### src/rtl/i2c_flag_pkg.sv
// Shared constants for the two-wire controller flag block.
// Assumes a byte-addressed register bus; flag bit positions are shared
// between the status word, the clear word and the enable word.
package i2c_flag_pkg;

    localparam int FLAG_W = 14;

    localparam int F_TX_EMPTY = 0;
    localparam int F_TX_REQ   = 1;
    localparam int F_RX_FULL  = 2;
    localparam int F_ADDR_HIT = 3;
    localparam int F_NACK     = 4;
    localparam int F_STOP     = 5;
    localparam int F_BUS_ERR  = 8;
    localparam int F_ARB_LOST = 9;
    localparam int F_OVERRUN  = 10;
    localparam int F_PKT_ERR  = 11;
    localparam int F_TIMEOUT  = 12;
    localparam int F_ALERT    = 13;

    // flags cleared through the clear word
    localparam logic [FLAG_W-1:0] CLR_MASK = 14'h3F38;
    // flags that exist only with SMBus support
    localparam logic [FLAG_W-1:0] SMB_MASK = 14'h3800;

    localparam int OFS_CTRL   = 'h00;
    localparam int OFS_IE     = 'h04;
    localparam int OFS_STATUS = 'h18;
    localparam int OFS_CLEAR  = 'h1C;
    localparam int OFS_RXDATA = 'h24;
    localparam int OFS_TXDATA = 'h28;

    localparam int CTRL_W = 4;

    typedef struct packed {
        logic rxdma_en;   // bit 3
        logic txdma_en;   // bit 2
        logic nostretch;  // bit 1
        logic pe;         // bit 0
    } ctrl_t;

endpackage

### src/rtl/i2c_flag_decode.sv
// Register bus decoder: turns address plus strobes into per-register
// write and read-side-effect strobes, and muxes the read data.
// Assumes single-cycle strobes; write-only words read as zero.
module i2c_flag_decode
    import i2c_flag_pkg::*;
#(
    parameter int AW = 8,
    parameter int DW = 32
) (
    input  logic [AW-1:0] bus_addr,
    input  logic          bus_wr,
    input  logic          bus_rd,
    input  logic [DW-1:0] ctrl_word,
    input  logic [DW-1:0] ie_word,
    input  logic [DW-1:0] status_word,
    input  logic [DW-1:0] rx_word,
    output logic          we_ctrl,
    output logic          we_ie,
    output logic          we_status,
    output logic          we_clear,
    output logic          we_txdata,
    output logic          rd_rxdata,
    output logic [DW-1:0] bus_rdata
);

    logic hit_ctrl, hit_ie, hit_status, hit_clear, hit_rx, hit_tx;

    // address match per register
    always_comb begin
        hit_ctrl   = (bus_addr == AW'(OFS_CTRL));
        hit_ie     = (bus_addr == AW'(OFS_IE));
        hit_status = (bus_addr == AW'(OFS_STATUS));
        hit_clear  = (bus_addr == AW'(OFS_CLEAR));
        hit_rx     = (bus_addr == AW'(OFS_RXDATA));
        hit_tx     = (bus_addr == AW'(OFS_TXDATA));
    end

    // write and read-side-effect strobes
    always_comb begin
        we_ctrl   = bus_wr & hit_ctrl;
        we_ie     = bus_wr & hit_ie;
        we_status = bus_wr & hit_status;
        we_clear  = bus_wr & hit_clear;
        we_txdata = bus_wr & hit_tx;
        rd_rxdata = bus_rd & hit_rx;
    end

    // read data mux; clear and transmit words are write-only
    always_comb begin
        bus_rdata = '0;
        if (hit_ctrl)   bus_rdata = ctrl_word;
        if (hit_ie)     bus_rdata = ie_word;
        if (hit_status) bus_rdata = status_word;
        if (hit_rx)     bus_rdata = rx_word;
    end

endmodule

### src/rtl/i2c_flag_cell.sv
// One event flag: set by a hardware strobe, cleared by a clear pulse,
// set taking priority. When IMPL is 0 the flag is absent and reads 0.
module i2c_flag_cell #(
    parameter bit IMPL = 1'b1
) (
    input  logic clk,
    input  logic rst_n,
    input  logic set_i,
    input  logic clr_i,
    output logic flag_o
);

    if (IMPL) begin : g_flag
        logic q;

        // flag register, set wins over clear
        always_ff @(posedge clk) begin
            if (!rst_n)     q <= 1'b0;
            else if (set_i) q <= 1'b1;
            else if (clr_i) q <= 1'b0;
        end

        assign flag_o = q;

        assert_set_wins_R7: assert property (@(posedge clk) disable iff (!rst_n)
            set_i |=> flag_o);

        assert_w1c_R6: assert property (@(posedge clk) disable iff (!rst_n)
            (clr_i && !set_i) |=> !flag_o);

        assert_hold_R6: assert property (@(posedge clk) disable iff (!rst_n)
            (!clr_i && !set_i) |=> $stable(flag_o));
    end else begin : g_absent
        logic unused_in;
        assign unused_in = set_i ^ clr_i ^ clk ^ rst_n;
        assign flag_o = 1'b0;
    end

endmodule

### src/rtl/i2c_flag_req.sv
// Request generator: registers the masked OR of the flags onto the
// interrupt line and the data flags onto the two DMA request lines.
// Assumes flags and enables are already registered upstream.
module i2c_flag_req
    import i2c_flag_pkg::*;
#(
    parameter int FW = FLAG_W
) (
    input  logic          clk,
    input  logic          rst_n,
    input  logic [FW-1:0] flags,
    input  logic [FW-1:0] ie,
    input  logic          txdma_en,
    input  logic          rxdma_en,
    output logic          irq,
    output logic          dma_tx_req,
    output logic          dma_rx_req
);

    // one-cycle registered request outputs
    always_ff @(posedge clk) begin
        if (!rst_n) begin
            irq        <= 1'b0;
            dma_tx_req <= 1'b0;
            dma_rx_req <= 1'b0;
        end else begin
            irq        <= |(flags & ie);
            dma_tx_req <= txdma_en & flags[F_TX_REQ];
            dma_rx_req <= rxdma_en & flags[F_RX_FULL];
        end
    end

    assert_irq_cause_R9: assert property (@(posedge clk) disable iff (!rst_n)
        $rose(irq) |-> $past(|(flags & ie)));

    assert_irq_drop_R9: assert property (@(posedge clk) disable iff (!rst_n)
        $fell(irq) |-> !$past(|(flags & ie)));

    assert_dma_tx_R10: assert property (@(posedge clk) disable iff (!rst_n)
        $rose(dma_tx_req) |-> $past(txdma_en && flags[F_TX_REQ]));

    assert_dma_rx_R10: assert property (@(posedge clk) disable iff (!rst_n)
        $rose(dma_rx_req) |-> $past(rxdma_en && flags[F_RX_FULL]));

endmodule

### src/rtl/i2c_flag_regs.sv
// Flag and request block of a two-wire bus controller. Holds control,
// enable, status, clear and data words; the bus engine reports events as
// single-cycle strobes. Assumes DW >= 14 and strobes synchronous to clk.
module i2c_flag_regs
    import i2c_flag_pkg::*;
#(
    parameter int AW     = 8,
    parameter int DW     = 32,
    parameter bit SMB_EN = 1'b1
) (
    input  logic          clk,
    input  logic          rst_n,
    input  logic [AW-1:0] bus_addr,
    input  logic          bus_wr,
    input  logic          bus_rd,
    input  logic [DW-1:0] bus_wdata,
    output logic [DW-1:0] bus_rdata,
    input  logic          ev_rx_valid,
    input  logic [7:0]    ev_rx_byte,
    input  logic          ev_tx_empty,
    input  logic          ev_addr_hit,
    input  logic          ev_nack,
    input  logic          ev_stop,
    input  logic          ev_bus_err,
    input  logic          ev_arb_lost,
    input  logic          ev_overrun,
    input  logic          ev_pkt_err,
    input  logic          ev_timeout,
    input  logic          ev_alert,
    output logic          periph_en,
    output logic          no_stretch,
    output logic [7:0]    tx_byte,
    output logic          irq,
    output logic          dma_tx_req,
    output logic          dma_rx_req
);

    ctrl_t             ctrl_q;
    logic [FLAG_W-1:0] ie_q;
    logic [7:0]        rx_q;
    logic [7:0]        tx_q;
    logic              txe_q, txreq_q, rxfull_q;
    logic [FLAG_W-1:0] evt_set, evt_clr, evt_flags, flags;
    logic              we_ctrl, we_ie, we_status, we_clear, we_txdata, rd_rxdata;
    logic [DW-1:0]     ctrl_word, ie_word, status_word, rx_word;
    logic              unused_wdata;

    assign unused_wdata = ^bus_wdata[DW-1:FLAG_W];

    assign ctrl_word   = {{(DW-CTRL_W){1'b0}}, ctrl_q};
    assign ie_word     = {{(DW-FLAG_W){1'b0}}, ie_q};
    assign status_word = {{(DW-FLAG_W){1'b0}}, flags};
    assign rx_word     = {{(DW-8){1'b0}}, rx_q};

    i2c_flag_decode #(.AW(AW), .DW(DW)) u_decode (
        .bus_addr    (bus_addr),
        .bus_wr      (bus_wr),
        .bus_rd      (bus_rd),
        .ctrl_word   (ctrl_word),
        .ie_word     (ie_word),
        .status_word (status_word),
        .rx_word     (rx_word),
        .we_ctrl     (we_ctrl),
        .we_ie       (we_ie),
        .we_status   (we_status),
        .we_clear    (we_clear),
        .we_txdata   (we_txdata),
        .rd_rxdata   (rd_rxdata),
        .bus_rdata   (bus_rdata)
    );

    // control word
    always_ff @(posedge clk) begin
        if (!rst_n)       ctrl_q <= '0;
        else if (we_ctrl) ctrl_q <= ctrl_t'(bus_wdata[CTRL_W-1:0]);
    end

    // interrupt enable word
    always_ff @(posedge clk) begin
        if (!rst_n)     ie_q <= '0;
        else if (we_ie) ie_q <= bus_wdata[FLAG_W-1:0];
    end

    // receive data capture
    always_ff @(posedge clk) begin
        if (!rst_n)                        rx_q <= '0;
        else if (ev_rx_valid && ctrl_q.pe) rx_q <= ev_rx_byte;
    end

    // transmit data word
    always_ff @(posedge clk) begin
        if (!rst_n)         tx_q <= '0;
        else if (we_txdata) tx_q <= bus_wdata[7:0];
    end

    // transmit-empty flag: forced set while disabled, flushable by software
    always_ff @(posedge clk) begin
        if (!rst_n)                 txe_q <= 1'b1;
        else if (!ctrl_q.pe)        txe_q <= 1'b1;
        else if (ev_tx_empty || (we_status && bus_wdata[F_TX_EMPTY]))
                                    txe_q <= 1'b1;
        else if (we_txdata)         txe_q <= 1'b0;
    end

    // transmit-request flag: software set only with stretching off
    always_ff @(posedge clk) begin
        if (!rst_n)                 txreq_q <= 1'b0;
        else if (!ctrl_q.pe)        txreq_q <= 1'b0;
        else if (ev_tx_empty ||
                 (we_status && bus_wdata[F_TX_REQ] && ctrl_q.nostretch))
                                    txreq_q <= 1'b1;
        else if (we_txdata)         txreq_q <= 1'b0;
    end

    // receive-full flag: cleared by reading the receive data word
    always_ff @(posedge clk) begin
        if (!rst_n)           rxfull_q <= 1'b0;
        else if (!ctrl_q.pe)  rxfull_q <= 1'b0;
        else if (ev_rx_valid) rxfull_q <= 1'b1;
        else if (rd_rxdata)   rxfull_q <= 1'b0;
    end

    // event set strobes at their status positions
    always_comb begin
        evt_set             = '0;
        evt_set[F_ADDR_HIT] = ev_addr_hit;
        evt_set[F_NACK]     = ev_nack;
        evt_set[F_STOP]     = ev_stop;
        evt_set[F_BUS_ERR]  = ev_bus_err;
        evt_set[F_ARB_LOST] = ev_arb_lost;
        evt_set[F_OVERRUN]  = ev_overrun;
        evt_set[F_PKT_ERR]  = ev_pkt_err;
        evt_set[F_TIMEOUT]  = ev_timeout;
        evt_set[F_ALERT]    = ev_alert;
    end

    // write-one-to-clear pulses, reserved bits dropped
    always_comb begin
        evt_clr = we_clear ? (bus_wdata[FLAG_W-1:0] & CLR_MASK) : '0;
    end

    for (genvar gi = 0; gi < FLAG_W; gi++) begin : g_evt
        if (CLR_MASK[gi]) begin : g_cell
            localparam bit CELL_IMPL = SMB_MASK[gi] ? SMB_EN : 1'b1;
            i2c_flag_cell #(.IMPL(CELL_IMPL)) u_cell (
                .clk    (clk),
                .rst_n  (rst_n),
                .set_i  (evt_set[gi]),
                .clr_i  (evt_clr[gi]),
                .flag_o (evt_flags[gi])
            );
        end else begin : g_none
            assign evt_flags[gi] = 1'b0;
        end
    end

    // assemble the status word
    always_comb begin
        flags             = evt_flags;
        flags[F_TX_EMPTY] = txe_q;
        flags[F_TX_REQ]   = txreq_q;
        flags[F_RX_FULL]  = rxfull_q;
    end

    i2c_flag_req #(.FW(FLAG_W)) u_req (
        .clk        (clk),
        .rst_n      (rst_n),
        .flags      (flags),
        .ie         (ie_q),
        .txdma_en   (ctrl_q.txdma_en),
        .rxdma_en   (ctrl_q.rxdma_en),
        .irq        (irq),
        .dma_tx_req (dma_tx_req),
        .dma_rx_req (dma_rx_req)
    );

    assign periph_en  = ctrl_q.pe;
    assign no_stretch = ctrl_q.nostretch;
    assign tx_byte    = tx_q;

    assert_disable_forces_R5: assert property (@(posedge clk) disable iff (!rst_n)
        !periph_en |=> (txe_q && !txreq_q && !rxfull_q));

    assert_rx_read_clears_R2: assert property (@(posedge clk) disable iff (!rst_n)
        (rd_rxdata && !ev_rx_valid) |=> !rxfull_q);

    assert_tx_write_clears_R3: assert property (@(posedge clk) disable iff (!rst_n)
        (we_txdata && !ev_tx_empty && !(we_status && bus_wdata[1:0] != 2'b00) && periph_en)
        |=> (!txe_q && !txreq_q));

    assert_stretch_blocks_R4: assert property (@(posedge clk) disable iff (!rst_n)
        (!no_stretch && !ev_tx_empty && !txreq_q) |=> !txreq_q);

    assert_clear_reads_zero_R11: assert property (@(posedge clk) disable iff (!rst_n)
        (bus_rd && bus_addr == AW'(OFS_CLEAR)) |-> (bus_rdata == '0));

    if (!SMB_EN) begin : g_nosmb_chk
        assert_smb_absent_R8: assert property (@(posedge clk) disable iff (!rst_n)
            (flags & SMB_MASK) == '0);
    end

endmodule

### config.mk
export PLATFORM = sky130hd
export DESIGN_NAME = i2c_flag_regs
export DESIGN_NICKNAME = d
export VERILOG_FILES = /design/src/rtl/i2c_flag_pkg.sv /design/src/rtl/i2c_flag_decode.sv /design/src/rtl/i2c_flag_cell.sv /design/src/rtl/i2c_flag_req.sv /design/src/rtl/i2c_flag_regs.sv
export SDC_FILE = /design/constraint.sdc
export NUM_CORES = 1
export LEC_CHECK = 0
export ABC_AREA = 1
export BUFFER_PORTS_ARGS = -buffer_cell sky130_fd_sc_hd__buf_2
export CAP_MARGIN = 25
export CORE_ASPECT_RATIO = 0.7
export CORE_MARGIN = 5
export CORE_UTILIZATION = 50
export DETAILED_ROUTE_END_ITERATION = 8
export GPL_TIMING_DRIVEN = 0
export PLACE_DENSITY = 0.95
export RECOVER_POWER = 25
export SKIP_LAST_GASP = 1
export SLEW_MARGIN = 20
export SYNTH_ARGS = -nofsm -noshare
export SYNTH_HDL_FRONTEND = slang
export SYNTH_SLANG_ARGS = --single-unit
### constraint.sdc
create_clock -name clk -period 2.41 [get_ports clk]
set_input_delay 0.241 -clock clk [delete_from_list [all_inputs] [get_ports clk]]
set_output_delay 0.241 -clock clk [all_outputs]
set_load 0.01 [all_outputs]
# [Yosys cells after proc, flatten, opt, wreduce, memory -nomap -nowiden]
# Cells that the tools add are included.
[word_totals] ff_bits=49 output_inout_bits=45 wordCells=86 inputBits=63
[classes] bitwise=11 reduce_logical=21 n_mux=27 eq_ne=5
[ops] op="14-bit 2-to-1 mux" n=4
[ops] op="1-bit 2-to-1 mux" n=22
[ops] op="2-bit nonzero test" n=11
[ops] op="8-bit by 5-bit equality test with 1-bit output, second input constant" n=2
[ops] op="8-bit by 6-bit equality test with 1-bit output, second input constant" n=2
[ops] op="14-bit bitwise AND" n=1
[ops] op="14-bit OR reduction" n=1
[ops] op="1-bit bitwise AND" n=8
[ops] op="8-bit by 3-bit equality test with 1-bit output, second input constant" n=1
[ops] op="8-bit logical NOT" n=1
[ops] op="1-bit logical AND" n=4
[ops] op="4-bit 2-to-1 mux" n=1
[ops] op="3-bit OR reduction" n=1
[ops] op="1-bit logical OR" n=2
[ops] op="1-bit inverter" n=2
[ops] op="2-bit AND reduction" n=1

# [Logic depth before layout (Yosys ltp)]
# Gate-level depths: netlist (run 1).
[logic_depth] ltp_word=6 ltp_mapped=8 depth_no_buf=8

# [Modules after synthesis]
# A second synthesis (run 1) with hierarchy kept.
[unflattened] cells_unflattened=492 area_unflattened_um2=3021.6
[by_module_without_submodules] mod="i2c_flag_regs" area_per_inst_um2=1348.8 seq_area_each_um2=740.7 cells_each=184 instances=1
[by_module_without_submodules] mod="i2c_flag_decode" area_per_inst_um2=1086.0 seq_area_each_um2=0.0 cells_each=217 instances=1
[by_module_without_submodules] mod="i2c_flag_cell" area_per_inst_um2=43.8 seq_area_each_um2=20.0 cells_each=6 instances=9
[by_module_without_submodules] mod="i2c_flag_req" area_per_inst_um2=192.7 seq_area_each_um2=60.1 cells_each=37 instances=1

# [Worst setup path after synthesis (run 1)]
# No wires, ideal clock.
[synth_path] kind="input port to output port" from="in bus_addr[7]" to="out bus_rdata[12]" stages=6 required_ps=2169 slack_ps=1115 n_path_buf=1 arrival_time_ps=1054 cell_sequence="nor2_4 > nand2_2 > nor2_4 > buf_4 > inv_1 > o22ai_1"
[synth_between] elab_chain_len=4 word_cells_on_any_way=6 classes_between="eq/ne: 3; mux: 3"
[synth_rtl] item="from (decl)" line="i2c_flag_regs.sv:13" text="input logic [AW-1:0] bus_addr,"
[synth_rtl] item="8-bit by 3-bit equality test with 1-bit output" line="i2c_flag_decode.sv:31" text="hit_ie = (bus_addr == AW'(OFS_IE));"
[synth_rtl] item="14-bit 2-to-1 mux" line="i2c_flag_decode.sv:52" text="if (hit_ie) bus_rdata = ie_word;"
[synth_rtl] item="14-bit 2-to-1 mux" line="i2c_flag_decode.sv:53" text="if (hit_status) bus_rdata = status_word;"
[synth_rtl] item="14-bit 2-to-1 mux *" line="i2c_flag_decode.sv:54" text="if (hit_rx) bus_rdata = rx_word;"
[synth_rtl] item="to (decl)" line="i2c_flag_regs.sv:17" text="output logic [DW-1:0] bus_rdata,"
# Mark *: on every way between the ends. The rest lies on a longest branch, timed or not.

# [Worst setup path in the final report (run 1)]
[layout_path] from="in bus_addr[7]" to="out bus_rdata[8]"
# Same word-level chain as after synthesis.

==> results.md, run 1 <==
* Status: finished, final reports clean
* Core region area at 0.004429 mm2
* Hold Path Class: in -> reg
* DRT Pass-1 Iters at 5
* Pwr per Cell Area at 503.9 mW/mm2
* Layout cell share with drive strength beyond 1 at 22.04%
* Mapped Cells at 336
* Cts hold-fix bufs at 0
* DR top layer: met4
* Max-cap violations at 0
* CP Class: in -> out
* Number of remaining DRC errors at 0
* Clock transition at path regs at 80 ps
* Arrival @ worst endpoint at 1540 ps
* Switching Share at 24.55%
* CP max stage delay at 210 ps
* Synthesized area at 0.002345 mm2
* Worst slew pin tran at 557.2 ps
* Ys flop type: dfxtp_1
* # IOs at 108
* Top-count cell post-synth: nor2_1
* Register area at 980.9 um2
* Clock power share at 32.2%
* LEAKAGE at 1.356 nW
* Layout area overhead at 22.52%
* Final core occ at 64.86%
* Clock Path Buffers at 2
* Synth top area share at 41.84%
* CP Capture Type: output port
* CP Launch Type: primary input
* Total GRT Usage at 21.05%
* Comb power frac at 10.5%
* Hold path depth at 3
* # diodes at 0
* Worst-skew pair later-pin latency at 300 ps
* Crit-path cells: buf_2 > nor2_1 > nand2_1 > nor2_4 > buf_4 > inv_1 > o22ai_1 > buf_2
* Final ANT Viol Nets at 0
* Synth area leader: dfxtp_1
* H-tree depth at 2
* Sequential fraction of the synthesis area at 41.84%
* Required time of the critical path at 2170 ps
* Vias in the first global route at 2,115
* DR WL/cell at 13.53 um
* Setup Viol. Count Final at 0
* Max VDD drop at 267.1 uV
* CP dominant cell by count: buf_2
* Vias/cell at 5.072
* Crit share post-route at 73.94%
* Slew Limit Fails at 0
* Starting DRT DRC Count at 357
* Worst Reg-to-Reg Cells at 4
* Post-route minimum period at 1782 ps
* Port Buffers at 70
* Metal2 WL at 2.840 mm
* DR vias at 2,465
* First-pass GRT wire length at 10.16 mm
* Asr flop ratio synth at 0%
* Multi-input gate area at 0.001085 mm2
* FF-to-FF setup slack at 1330 ps
* Final Wtd Congestion at 0.8741
* Initial antenna violation count at 0
* Hold violation count in the final report at 0
* RSZ-0062 raised after global routing: false
* Ranking of synthesized cells by area: dfxtp_1 42%, nor2_1 12%, nand2_1 9.6%, buf_4 6.1%, nand3_1 4.9%
* Yosys cell types at 25
* CTS resizes at 0
* Core Rows at 20
* Total CTS buffers at 5
* EDFF count, synth at 0
* Non-Filler Instances at 486
* Worst setup margin at 628.1 ps
* Yosys warns at 0
* Horiz. Die Dim at 91.85 um
* Worst r2r src: periph_en
* Placed Cells at 478
* Slew headroom at 62.86%
* Worst hold slack at 142.0 ps
* Die footprint at 0.006181 mm2
* Worst hold start: ev_tx_empty
* Flops & latches, synth at 49
* DP HPWL at 5.040 mm
* Clk_skew at 3.312 ps
* Met1 Routed Length at 2.967 mm
* Largest net degree at the start of global routing at 14
* Setup Fix Bufs, Post-CTS at 0
* CTS tree: yes
* CP Max Fanout at 10
* Power share of the sequential group at 57.3%
* NetSw at 0.3553 mW
* Routed met3 length at 674 um
* Int Power at 1.092 mW
* Slowest cell on crit path: nor2_1
* Setup TNS at 0 ps
* Achievable Freq at 0.5612 GHz
* Clk sink count at 49
* CTS root buf: clkbuf_8
* Initial Util at 52.94%
* DP Worst Slack at 773.6 ps
* Die height at 67.30 um
* Grt ovf at 0
* # fillers at 390
* Final net count at 493
* Hold path endpoint: txe_q
* Syn avg cell area at 6.978 um2
* R2r endpoint: rx_q[4]
* Commonest cells in the netlist: 73 x nor2_1, 60 x nand2_1, 49 x dfxtp_1
* Final WL at 6.574 mm
worst max-delay path by stage:
stage,start,to,cells past startpoint
4_1_cts,bus_addr[7],bus_rdata[12],8
5_1_grt,bus_addr[7],bus_rdata[8],8
2_1_floorplan,bus_addr[7],bus_rdata[12],6
6_report,bus_addr[7],bus_rdata[8],8
3_3_place_gp,bus_addr[1],bus_rdata[8],8
3_5_place_dp,bus_addr[7],bus_rdata[12],8
power by group through the flow:
stage                     Clock (mW)  Combinational [mW]  Sequential, mW
after floorplan                    0              0.0871           0.846
after global placement             0               0.146           0.847
after detailed placement           0               0.151           0.848
after CTS                      0.473               0.151           0.829
after global routing           0.503               0.169           0.831
final                          0.466               0.153           0.829
final cells by class:
class | count | share of cell area [%]
repair buffers | 70 | 11.76
plain buffers | 28 | 6.925
inverters | 31 | 4.225
clock buffers | 8 | 2.787
multi-input cells | 245 | 37.76
well taps | 55 | 2.395
flip-flops and latches | 49 | 34.15
cells by family (layout without fill, tap and decap cells):
group,Yosys count,in the layout,synth area share [%]
and+or+nand+nor,170,170,31.11
buffers and inverters,59,137,13.66
AOI/OAI and AO/OA,57,57,13.23
DFF,49,49,41.84
other,1,18,0.1599
layout by cell type (no fill, tap or decap), types with 10 or more instances in the layout:
master and instances:
conb_1 18, dfxtp_1 49, nor2_1 74, clkbuf_1 17, nand3_1 24, a21oi_1 17
inv_1 29, buf_4 19, buf_2 63, o21ai_1 10, o21ai_0 22, nand2_1 62
metrics by stage:
step | instance area, um2 | power [mW]
floorplan | 2409 | 0.9332
global placement | 2828 | 0.9925
detailed placement | 2828 | 0.9983
CTS | 2908 | 1.453
global route | 2873 | 1.502
finish | 2873 | 1.447
layer usage:
layer	vias to the layer above	track usage [%]
met3	14	4.788
li1	1225	-
met4	0	6.481
met5	-	0
met2	140	33.18
met1	1086	28.96
critical path, delay by kind of cell:
family / cells / cell delay, ps
AND/OR/NAND/NOR: 3 / 580
buffers and inverters: 4 / 550
AO/OA/AOI/OAI: 1 / 170
flip-flops by register name (all words and copies together), names as in the netlist:
register	cells
no_stretch	1
txreq_q	1
tx_byte	8
u_req.dma_tx_req	1
rx_q	8
u_req.irq	1
ie_q	14
u_req.dma_rx_req	1
txe_q	1
g_evt.g_cell.u_cell.flag_o	9
rxfull_q	1
periph_en	1
ctrl_q	2
No activity file was read; power rests on OpenSTA's default activity.
==> run 2, diff against run 1 <==
Settings changed: CORE_UTILIZATION 50 to 47, PLACE_DENSITY 0.95 to 0.92.
Clock period 2.41 ns to 1.7 ns, I/O delays scaled along.
==> results.md, run 2 (synthesis results as in run 1) <==
* Vias/cell at 4.850 (-4.4%)
* Clk sink count at 49 (unchanged)
* Largest register FFs at 14 (unchanged)
* Horiz. Die Dim at 94.42 um (+2.8%)
* Layout area overhead at 23.85%
* Vias in the first global route at 2,149 (+1.6%)
* Largest net degree at the start of global routing at 17 (+3)
* Max-cap violations at 0 (unchanged)
* DR vias at 2,425 (-1.6%)
* DP HPWL at 5.026 mm (-0.26%)
* # IOs at 108 (unchanged)
* Cts hold-fix bufs at 0 (unchanged)
* FF-to-FF setup slack at 620 ps (-710 ps)
* CTS tree: yes
* Worst-skew pair later-pin latency at 310 ps (about the same)
* Setup TNS at 0 ps (unchanged)
* Port Buffers at 70 (unchanged)
* CP Class: in -> out
* CP Capture Type: output port
* Worst r2r src: periph_en
* Required time of the critical path at 1530 ps (-640 ps)
* Clock transition at path regs at 90 ps (about the same)
* R2r endpoint: rx_q[2]
* Setup Fix Bufs, Post-CTS at 0 (unchanged)
* # fillers at 450 (+15%)
* Arrival @ worst endpoint at 1350 ps (-190 ps)
* Initial antenna violation count at 0 (unchanged)
* Die footprint at 0.006524 mm2 (+5.5%)
* Total GRT Usage at 19.45% (-1.6 points)
* Starting DRT DRC Count at 264 (-26%)
* LEAKAGE at 1.372 nW (+1.2%)
* Slew headroom at 65.78% (+2.9 points)
* Pwr per Cell Area at 720.3 mW/mm2 (+43%)
* Biggest register: ie_q
* H-tree depth at 2 (unchanged)
* Metal2 WL at 2.832 mm (-0.28%)
* Slew Limit Fails at 0 (unchanged)
* Total CTS buffers at 5 (unchanged)
* Max VDD drop at 342.7 uV (+28%)
* Crit share post-route at 89.67%
* Final ANT Viol Nets at 0 (unchanged)
* Clock Path Buffers at 2 (unchanged)
* Post-route minimum period at 1524 ps
* Achievable Freq at 0.6560 GHz
* Final WL at 6.426 mm (-2.3%)
* RSZ-0062 raised after global routing: false
* Grt ovf at 0 (unchanged)
* Setup Viol. Count Final at 0 (unchanged)
* Routed met3 length at 678 um (+0.59%)
* CTS resizes at 0 (unchanged)
* Most frequent cells in the layout: 73 x nor2_1, 66 x buf_2, 62 x nand2_1, 49 x dfxtp_1, 29 x inv_1
* Core region area at 0.004808 mm2 (+8.6%)
* CTS root buf: clkbuf_8
* DRT Pass-1 Iters at 5 (unchanged)
* Commonest non-fill, non-tap cell in the layout: nor2_1
* Final net count at 493 (unchanged)
* Met1 Routed Length at 2.823 mm (-4.9%)
* # diodes at 0 (unchanged)
* Worst Reg-to-Reg Cells at 4 (unchanged)
* DR top layer: met4
* First-pass GRT wire length at 9.942 mm (-2.1%)
* CP Max Fanout at 10 (unchanged)
* Clk_skew at 8.892 ps (+5.580 ps)
* Status: finished, final reports clean
* Core Rows at 21 (+5.0%)
* Worst slew pin tran at 513.3 ps (-43.87 ps)
* Hold violation count in the final report at 0 (unchanged)
* Die height at 69.10 um (+2.7%)
* Number of remaining DRC errors at 0 (unchanged)
* Hold Path Class: in -> reg
* Crit path to: bus_rdata[8]
* Layout cell share with drive strength beyond 1 at 23.43% (+1.4 points)
* Start point of the critical path: bus_addr[1]
* Non-Filler Instances at 500 (+2.9%)
* DR WL/cell at 12.85 um (-5.0%)
* Placed Cells at 492 (+2.9%)
* CP Launch Type: primary input
* Final Wtd Congestion at 0.8765 (+0.27%)
* Initial Util at 48.76% (-4.2 points)
-- run 2: layout make-up --
class                   instances  area (um2)  area share [%]
plain buffers                  28       191.4           6.592
clock inverters                 3       21.27          0.7324
well taps                      69       86.33           2.973
repair buffers                 70       341.6           11.76
multi-input cells             245        1092           37.61
clock buffers                   5       68.82           2.370
flip-flops and latches         49       980.9           33.78
inverters                      31       121.4           4.179
-- run 2: per-stage QoR --
step           hold slack [ps]  setup WS (ps)  total power, mW  utilization (%)  area, um2
2_1_floorplan            268.5          546.9            1.323                -       2409
3_3_place_gp             379.3          214.6            1.407            59.17       2845
3_5_place_dp             390.6          196.2            1.412            59.17       2845
4_1_cts                  63.52          181.7            2.096            61.05       2935
5_1_grt                  58.17          110.6            2.185            60.40       2904
6_report                 61.77          175.6            2.092            60.40       2904
-- run 2: how the worst min path moves through the flow --
stage / from / to / cells after the start
floorplan: ev_tx_empty / txe_q / 2
global placement: ev_tx_empty / txe_q / 3
detailed placement: ev_tx_empty / txe_q / 3
CTS: ev_tx_empty / txe_q / 3
global route: ev_overrun / g_evt[10].g_cell.u_cell.flag_o / 3
finish: ev_tx_empty / txe_q / 3
-- run 2: metal layers --
| layer | global-route usage [%] | up-vias |
|---|---|---|
| li1 | - | 1224 |
| met1 | 27.19 | 1064 |
| met2 | 28.38 | 126 |
| met3 | 6.630 | 11 |
| met4 | 5.449 | 0 |
| met5 | 0 | - |
-- run 2: report_power, final --
part           switching [mW]  leakage [nW]  internal, mW
clock                   0.411        0.0445         0.292
combinational           0.121         0.930        0.0921
sequential             0.0119         0.398          1.16
total                   0.544          1.37          1.55
-- run 2: critical path, cell delays in order --
cell	delay, ps
buf_2	120
nor2_4	130
nand2_1	80
nor2_1	140
buf_2	260
nand2_1	150
o22ai_1	150
buf_2	160
==> run 3, diff against run 2 <==
Settings changed: CORE_UTILIZATION 47 to 48, CTS_BUF_LIST from default to sky130_fd_sc_hd__clkbuf_2, GPL_ROUTABILITY_DRIVEN from default to 0, PLACE_DENSITY 0.92 to 0.94, SKIP_LAST_GASP 1 to default.
==> results.md, run 3 (synthesis results as in run 1) <==
* Status: finished, final reports clean
* Hold path endpoint: tx_byte[5]
* Final ANT Viol Nets at 0 (unchanged)
* Total CTS buffers at 5 (unchanged)
* DP HPWL at 5.177 mm (+3.0%)
* Clk_skew at 30.35 ps (+21.46 ps)
* Setup TNS at 0 ps (unchanged)
* Clock transition at path regs at 280 ps (+190 ps)
* Layout area overhead at 35.43%
* CP Class: in -> out
* Met1 Routed Length at 3.085 mm (+9.3%)
* Vias in the first global route at 2,463 (+15%)
* Total GRT Usage at 22.26% (+2.8 points)
* Number of remaining DRC errors at 0 (unchanged)
* Crit share post-route at 90.49% (+0.81 points)
* R2r endpoint: g_evt[13].g_cell.u_cell.flag_o
* Worst-skew pair later-pin latency at 460 ps (+150 ps)
* Clk sink count at 49 (unchanged)
* Vias/cell at 4.989 (+2.9%)
* Commonest non-fill, non-tap cell in the layout: nor2_1
* Final net count at 523 (+6.1%)
* Power, Total at 2.092 mW (about the same)
* Worst hold start: bus_wdata[5]
* Biggest register: ie_q
* Achievable Freq at 0.6501 GHz (-0.90%)
* DR vias at 2,644 (+9.0%)
* Crit-path cells: clkbuf_1 > nor2_4 > nand3_1 > nor2_2 > nand2_1 > nand4_1 > buf_2
* H-tree depth at 2 (unchanged)
* CTS resizes at 0 (unchanged)
* Routed met3 length at 712 um (+5.0%)
* Hold Path Class: in -> reg
* Largest register FFs at 14 (unchanged)
* Max VDD drop at 306.4 uV (-11%)
* Clock Path Buffers at 2 (unchanged)
* Pwr per Cell Area at 658.8 mW/mm2 (-8.5%)
* Core region area at 0.004756 mm2 (-1.1%)
* Final WL at 7.247 mm (+13%)
* Max-cap violations at 0 (unchanged)
* Slowest cell on crit path: nor2_2
* Arrival @ worst endpoint at 1370 ps (+20 ps)
* CP Launch Type: primary input
* Initial Util at 49.30% (+0.54 points)
* FF-to-FF setup slack at 460 ps (-160 ps)
* RSZ-0062 raised after global routing: false
* # IOs at 108 (unchanged)
* Worst Reg-to-Reg Cells at 3 (-1)
* Core Rows at 21 (unchanged)
* CP Capture Type: output port
* Required time of the critical path at 1530 ps (about the same)
* Horiz. Die Dim at 93.54 um (-0.94%)
* Post-route minimum period at 1538 ps (+13.84 ps)
* Die footprint at 0.006405 mm2 (-1.8%)
* Layout cell share with drive strength beyond 1 at 22.56% (-0.87 points)
* Hold violation count in the final report at 0 (unchanged)
* Slew headroom at 65.35% (-0.43 points)
* DRT Pass-1 Iters at 5 (unchanged)
* LEAKAGE at 1.504 nW (+9.6%)
* CP Max Fanout at 9 (-1)
* # diodes at 0 (unchanged)
* CP max stage delay at 380 ps (+120 ps)
* Starting DRT DRC Count at 308 (+17%)
* Port Buffers at 70 (unchanged)
* Worst slew pin tran at 519.7 ps (+6.460 ps)
* Setup Viol. Count Final at 0 (unchanged)
* Slew Limit Fails at 0 (unchanged)
* Worst r2r src: g_evt[13].g_cell.u_cell.flag_o
* Hold path depth at 3 (unchanged)
* First-pass GRT wire length at 10.91 mm (+9.7%)
* Most frequent cells in the layout: 73 x nor2_1, 70 x buf_2, 61 x nand2_1, 49 x dfxtp_1, 30 x dlygate4sd3_1
* Grt ovf at 0 (unchanged)
* Die height at 68.48 um (-0.90%)
* Start point of the critical path: bus_addr[1]
* CTS tree: yes
* Largest net degree at the start of global routing at 16 (-1)
* Metal2 WL at 3.250 mm (+15%)
* DR WL/cell at 13.67 um (+6.4%)
* CTS root buf: clkbuf_2
* DR top layer: met4
* Setup Fix Bufs, Post-CTS at 0 (unchanged)
* Initial antenna violation count at 0 (unchanged)
==> run 3: cell types whose count changed in the layout (fill, tap and decap cells not counted), moves of 2 or more <==
cell / change
inv_6: -2
clkbuf_1: -4
dlygate4sd3_1: +30
clkbuf_8: -5
clkbuf_2: +5
buf_2: +4
==> run 3: worst max-delay path by stage <==
stage	cells after the start	endpoint	slack, ps
5_1_grt	7	bus_rdata[1]	60
2_1_floorplan	6	bus_rdata[12]	550
6_report	7	bus_rdata[0]	160
3_5_place_dp	8	bus_rdata[8]	210
3_3_place_gp	8	bus_rdata[8]	230
4_1_cts	8	bus_rdata[8]	200
==> run 3: area by class of cell <==
cell class	instances	area, um2
sequential	49	980.9
buffer	28	187.7
multi-input combinational	245	1090
timing repair buffer	100	646.9
clock inverter	3	41.29
fill	380	1580
clock buffer	5	25.02
inverter	31	117.6
tap	69	86.33
==> run 3: power by group <==
part	total [mW]	leakage (nW)	switching, mW	internal (mW)
logic	0.275	1.07	0.137	0.138
clock network	0.635	0.0366	0.393	0.243
registers	1.18	0.398	0.0122	1.17
==> run 3: timing repair <==
item / CTS / global route
endpoints found under the setup margin: 0 / 0
hold endpoints to repair: 26 / 1
hold buffers: 29 / 1
==> run 3: critical path: cells and delay by family <==
| family | cells | cell delay, ps |
|---|---|---|
| AND/OR/NAND/NOR | 5 | 940 |
| buffers and inverters | 2 | 260 |
==> run 3: metal layers <==
layer	vias up	track usage (%)
met1	1183	27.85
met2	154	37.22
met3	27	4.835
met4	0	10.27
met5	-	0
li1	1280	-
==> run 3: through the flow <==
step                      setup slack (ps)  utilization, %  area (um2)  hold WS, ps  std cells
after detailed placement             210.8           59.83        2845        380.9        492
after global placement               227.8           59.83        2845        378.2        492
final                                161.7           66.77        3176        16.57        530
after global routing                 59.35           66.77        3176        6.133        530
after CTS                            204.5           67.32        3202        8.333        529
after floorplan                      546.9               -        2409        268.5        353
